## src/rtl/eq_freeze_seq.sv

```systemverilog
module eq_freeze_seq #(
  parameter int NPAR = 4,
  parameter int PW   = 8,
  parameter int DW   = 8,
  parameter int TMO  = 64,
  localparam int IW  = $clog2(NPAR),
  localparam int TW  = $clog2(TMO),
  localparam int CW  = (TW > DW) ? TW : DW
) (
  input  logic            clk,
  input  logic            rst_n,
  input  logic            start,
  input  logic            recal,
  input  logic [DW-1:0]   dwell,
  output logic            xcvr_rst,
  input  logic            xcvr_rst_done,
  output logic [IW-1:0]   mon_sel,
  input  logic [PW-1:0]   mon_data,
  output logic            cfg_req,
  output logic [IW-1:0]   cfg_sel,
  output logic [PW-1:0]   cfg_wdata,
  input  logic            cfg_rdy,
  output logic [NPAR-1:0] ovr_en,
  output logic            busy,
  output logic            done,
  output logic            err
);
  typedef enum logic [3:0] {
    S_IDLE, S_RST1, S_WAIT1, S_DWELL, S_RDA, S_RDB,
    S_WR, S_RST2, S_WAIT2, S_DONE, S_ERR
  } st_t;

  st_t           st;
  logic [IW-1:0] idx;
  logic [CW-1:0] cnt;
  logic [PW-1:0] samp;
  logic [PW-1:0] cap [NPAR];
  logic          captured;
  logic          ovr;

  wire go   = (start | recal) & ~busy;
  wire last = (idx == IW'(NPAR-1));
  wire tmo  = (cnt == CW'(TMO-1));

  assign busy      = !(st == S_IDLE || st == S_DONE || st == S_ERR);
  assign done      = (st == S_DONE);
  assign err       = (st == S_ERR);
  assign xcvr_rst  = (st == S_RST1) || (st == S_RST2);
  assign cfg_req   = (st == S_WR);
  assign mon_sel   = idx;
  assign cfg_sel   = idx;
  assign cfg_wdata = cap[idx];
  assign ovr_en    = {NPAR{ovr}};

  always_ff @(posedge clk or negedge rst_n) begin
    if (!rst_n) begin
      st       <= S_IDLE;
      idx      <= '0;
      cnt      <= '0;
      samp     <= '0;
      captured <= 1'b0;
      ovr      <= 1'b0;
      for (int i = 0; i < NPAR; i++) cap[i] <= '0;
    end else begin
      case (st)
        S_IDLE, S_DONE, S_ERR: if (go) begin
          idx <= '0;
          cnt <= '0;
          if (recal || !captured) begin
            captured <= 1'b0;
            ovr      <= 1'b0;
            st       <= S_RST1;
          end else begin
            st <= S_WR;
          end
        end
        S_RST1: begin cnt <= '0; st <= S_WAIT1; end
        S_WAIT1:
          if (xcvr_rst_done) begin cnt <= '0; st <= S_DWELL; end
          else if (tmo)      st  <= S_ERR;
          else               cnt <= cnt + 1'b1;
        S_DWELL:
          if (cnt == CW'(dwell)) st <= S_RDA;
          else                   cnt <= cnt + 1'b1;
        S_RDA: begin samp <= mon_data; st <= S_RDB; end
        S_RDB:
          if (mon_data == samp) begin
            cap[idx] <= mon_data;
            if (last) begin idx <= '0; st <= S_WR; end
            else      begin idx <= idx + 1'b1; st <= S_RDA; end
          end else begin
            st <= S_RDA;
          end
        S_WR: if (cfg_rdy) begin
          if (last) begin idx <= '0; ovr <= 1'b1; st <= S_RST2; end
          else      idx <= idx + 1'b1;
        end
        S_RST2: begin cnt <= '0; st <= S_WAIT2; end
        S_WAIT2:
          if (xcvr_rst_done) begin captured <= 1'b1; st <= S_DONE; end
          else if (tmo)      st  <= S_ERR;
          else               cnt <= cnt + 1'b1;
        default: st <= S_IDLE;
      endcase
    end
  end
endmodule

```

## config.mk

```make
export PLATFORM = sky130hd
export DESIGN_NAME = eq_freeze_seq
export DESIGN_NICKNAME = d
export VERILOG_FILES = /design/src/rtl/eq_freeze_seq.sv
export SDC_FILE = /design/constraint.sdc
export NUM_CORES = 1
export LEC_CHECK = 0
export BUFFER_PORTS_ARGS = -buffer_cell sky130_fd_sc_hd__buf_2
export CORE_MARGIN = 2
export CORE_UTILIZATION = 35
export DETAILED_ROUTE_END_ITERATION = 8
export GPL_ROUTABILITY_DRIVEN = 0
export SYNTH_ARGS = -nofsm -noshare
export SYNTH_HDL_FRONTEND = slang
export SYNTH_SLANG_ARGS = --single-unit
```

## constraint.sdc

```tcl
create_clock -name clk -period 7.2 [get_ports clk]
set_clock_uncertainty 0.2 [all_clocks]
set_input_delay 0 -clock clk [delete_from_list [all_inputs] [get_ports clk]]
set_output_delay 0 -clock clk [all_outputs]
set_load 0.005 [all_outputs]
```

==> load_flow_metrics.sql <==
INSERT INTO impl_metrics (metric_group, metric, value, unit) VALUES
('logic_synthesis', 'yosys_register_bits', '56', ''),
('clocking', 'clk-insertion-delay-late', '300', 'ps'),
('timing', 'worstMarginPinSlew', '958', 'ps'),
('timing', 'slew_violations', '0', ''),
('cells_and_area', 'design.final.nets', '366', ''),
('floorplan', 'die_area', '0.0103', 'mm²'),
('power', 'power.ir.vdd_worst', '127', 'µV'),
('logic_synthesis', 'synthDominantCellAreaShare', '42.3', '%'),
('min_path', 'min_path_type', 'input port to flip-flop', ''),
('grt', 'global_route_wire_length_before_repair', '11.7', 'mm'),
('cells_and_area', 'syn2layout_area_growth', '14.3', '%'),
('floorplan', 'core_footprint', '0.00920', 'mm²'),
('setup_path', 'crit_type', 'flip-flop to flip-flop', ''),
('place', 'placed_instances', '430', ''),
('route', 'drt_wl_total', '7.03', 'mm'),
('route', 'vias_per_cell', '5.36', ''),
('floorplan', 'die_h', '101', 'µm'),
('logic_synthesis', 'ys_seq_area_share', '42.3', '%'),
('route', 'postRouteAntennaNets', '0', ''),
('logic_synthesis', 'synthCells', '298', ''),
('setup_path', 'timing.critical_path.cells', 'nand2b_1, or3_4, or4_1, mux2_4', ''),
('flow_run', 'cap_viol_max_count', '0', ''),
('logic_synthesis', 'netlist_top_cells_area', 'dfrtp_1, mux2_2, mux4_2', ''),
('run_status', 'outcome', 'completed', ''),
('logic_synthesis', 'synth_flop_cell', 'dfrtp_1', ''),
('cells_and_area', 'fin_cells', '451', ''),
('logic_synthesis', 'asyncSetResetFlopFracSynth', '100', '%'),
('floorplan', 'floorplan.initialDensity', '36.1', '%'),
('logic_synthesis', 'average_size_of_a_mapped_cell', '11.1', 'µm²'),
('cells_and_area', 'post-route-util', '41.2', '%'),
('timing', 'setup_violations', '0', ''),
('clocking', 'post_cts.repair.setup_buffers', '0', ''),
('grt', 'grt.total_usage', '14.2', '%'),
('clocking', 'clk_path_buf_depth', '2', ''),
('power', 'leakagePower', '1.72', 'nW'),
('timing', 'final_period_minus_worst_setup_slack', '3070', 'ps'),
('floorplan', 'die_width', '101', 'µm'),
('timing', 'final_min_period_over_clock_period', '42.7', '%'),
('grt', 'via_count_of_the_first_global_routing_pass', '2431', ''),
('route', 'total_iterations_of_the_first_detailed_routing_run', '4', ''),
('setup_path', 'worst-path-buf-inv', '0', ''),
('setup_path', 'crit_arrival', '3070', 'ps'),
('setup_path', 'critPathTopFamily', 'simple AND/OR/NAND/NOR gates', ''),
('setup_path', 'worst_path_max_delay_cell', 'or4_1', ''),
('cells_and_area', 'insertedDiodeCount', '0', ''),
('logic_synthesis', 'yosysTopAreaCell', 'dfrtp_1', ''),
('cells_and_area', 'final_layout_size_suffix_gt1_share', '30.6', '%'),
('logic_synthesis', 'synth.cell_area', '0.00332', 'mm²'),
('route', 'drt_iter0_markers', '49', ''),
('clocking', 'ctsHtreeMaxLevel', '2', ''),
('timing', 'timing_hold_violations_final', '0', ''),
('timing', 'slew_headroom', '35.6', '%'),
('route', 'via_count', '2416', ''),
('logic_synthesis', 'synth_edf_count', '0', ''),
('route', 'drc_errors', '0', ''),
('power', 'power.density_cell_area', '291', 'mW/mm²'),
('setup_path', 'critical_path.endpoint_type', 'flip-flop', ''),
('setup_path', 'critical_path.max_fanout', '24', ''),
('route', 'detail_route.wl_per_cell', '15.6', 'µm'),
('logic_synthesis', 'synthesis.nets', '325', ''),
('setup_path', 'cpPeakStageDelay', '790', 'ps'),
('clocking', 'clock_root_buffer_master', 'clkbuf_8', ''),
('clocking', 'clock_sinks', '56', ''),
('grt', 'globalRouteOverflowTotal', '0', ''),
('setup_path', 'critical_path_required', '7200', 'ps'),
('logic_synthesis', 'synthDistinctLibCells', '53', ''),
('clocking', 'worst_setup_hold_path_clk_slew', '100', 'ps'),
('grt', 'grt_antenna_before_repair', '0', ''),
('timing', 'clock.fmax', '326', 'MHz'),
('floorplan', 'rows', '35', ''),
('logic_synthesis', 'yosys_warnings', '0', ''),
('clocking', 'cts_inserted_buffers', '5', ''),
('clocking', 'tritoncts', 'done', ''),
('place', 'port-buffer-count', '42', ''),
('timing', 'finalSetupTns', '0', 'ps'),
('place', 'dpl.hpwl', '4.93', 'mm'),
('setup_path', 'worstSetupStartpointType', 'flip-flop', ''),
('timing', 'unrepaired_setup_endpoints_after_global_routing', 'false', ''),
('floorplan', 'top_level_ports', '43', ''),
('grt', 'grt_max_degree', '57', '');
## power breakdown
part           switching (mW)  internal, mW  total [mW]
combinational           0.210         0.216       0.425
sequential              0.101         0.367       0.468
clock                   0.104         0.105       0.209
## sequential cells by signal (all words and copies together), names as in the netlist
register and cells:
cnt 8, cfg_sel 2, captured 1, cap 32
ovr 1, samp 8, st 4
## worst reg2reg max path: cells and delay by family (launching register included)
family	cells	cell delay (ps)
muxes	1	400
and+or+nand+nor	3	1600
DFF	1	770
## metal layers
layer / up-vias / wire (µm) / track usage [%]
li1: 1171 / - / -
met1: 1205 / 3330 / 18.3
met2: 34 / 3480 / 24.7
met3: 6 / 148 / 2.42
met4: 0 / 69 / 3.43
met5: - / 0 / 0
## path summary, 6_finish.rpt
kind                            cells after the start  slack [ps]                     end                 from
worst max-delay path                                4        4130      cap[0]$_DFFE_PN0P_    st[2]$_DFFE_PN0P_
worst min-delay path                                5         160  cfg_sel[1]$_DFFE_PN0P_                start
worst max register to register                      4        4130      cap[0]$_DFFE_PN0P_    st[2]$_DFFE_PN0P_
worst min register to register                      1         300     cap[19]$_DFFE_PN0P_  cap[19]$_DFFE_PN0P_
max in group asynchronous                           3        6160     cap[31]$_DFFE_PN0P_                rst_n
min in group asynchronous                           3         170     cap[27]$_DFFE_PN0P_                rst_n
## area by class of cell
cell class	count	area (µm²)
well taps	111	139
fillers	918	5410
multi-input cells	210	1750
clock inverters	2	38.8
clock buffers	6	72.6
repair buffers	56	348
flip-flops and latches	56	1400
inverters	10	37.5
## synthesized netlist by cell type (3+ instances only)
library cell  number
mux2_4             8
mux2_2            32
nand3b_1           3
nand2b_1           9
dfrtp_1           56
mux4_2             8
nor2b_1            4
ha_1               5
nor3b_1            4
inv_1             10
clkbuf_1           9
xnor2_1           15
nand2_2            3
o31a_1             3
nor3_1            13
buf_4              6
a2bb2oi_1          3
nand4_1            6
nand2_1           13
buf_2              3
nor2_1            10
mux2i_1            3
nor4_1             5
and3_1             4
nand3_1            3
o21ai_0            8
a21oi_1           15
o31ai_1            3
## cell usage in the layout, fill, tap and decap left out, types with 3 or more instances in the layout
cell type	netlist	final
dfrtp_1	56	56
buf_2	3	42
mux2_2	32	32
xnor2_1	15	15
a21oi_1	15	15
nand2_1	13	13
nor3_1	13	13
dlygate4sd3_1	0	13
nor2_1	10	10
inv_1	10	10
nand2b_1	9	9
mux4_2	8	8
o21ai_0	8	8
mux2_4	8	8
nand4_1	6	6
nor4_1	5	5
ha_1	5	5
clkbuf_8	0	5
nor2b_1	4	4
nor3b_1	4	4
and3_1	4	4
nand3b_1	3	3
nand3_1	3	3
nand2_2	3	3
mux2i_1	3	3
o31a_1	3	3
o31ai_1	3	3
a2bb2oi_1	3	3
## per-stage QoR
step           hold slack (ps)  worst slack [ps]  area [µm²]  power (mW)
6_report                   163              4130        3790        1.10
3_3_place_gp             -9.41              4250        3550       0.885
5_1_grt                    192              4000        3790        1.19
3_5_place_dp             -4.31              4170        3550       0.896
2_1_floorplan             -496              4930        3320       0.809
4_1_cts                    135              4140        3790        1.12
## logic make-up (layout without fill, tap and decap cells)
group / count (synthesis) / in the layout / synth area share (%)
xor gates and xnor gates: 17 / 17 / 4.49
AOI/OAI and AO/OA: 49 / 49 / 9.89
and+or+nand+nor: 87 / 87 / 15.4
adders and majority gates: 5 / 5 / 1.89
DFF: 56 / 56 / 42.3
buffers and inverters: 32 / 74 / 4.87
muxes: 52 / 52 / 21.2
## what timing repair did
item | CTS | global route
resized for setup | 0 | 0
hold buffers | 13 | 0
hold endpoints to repair | 99 | 0
Power figures use the tool's default switching activity.
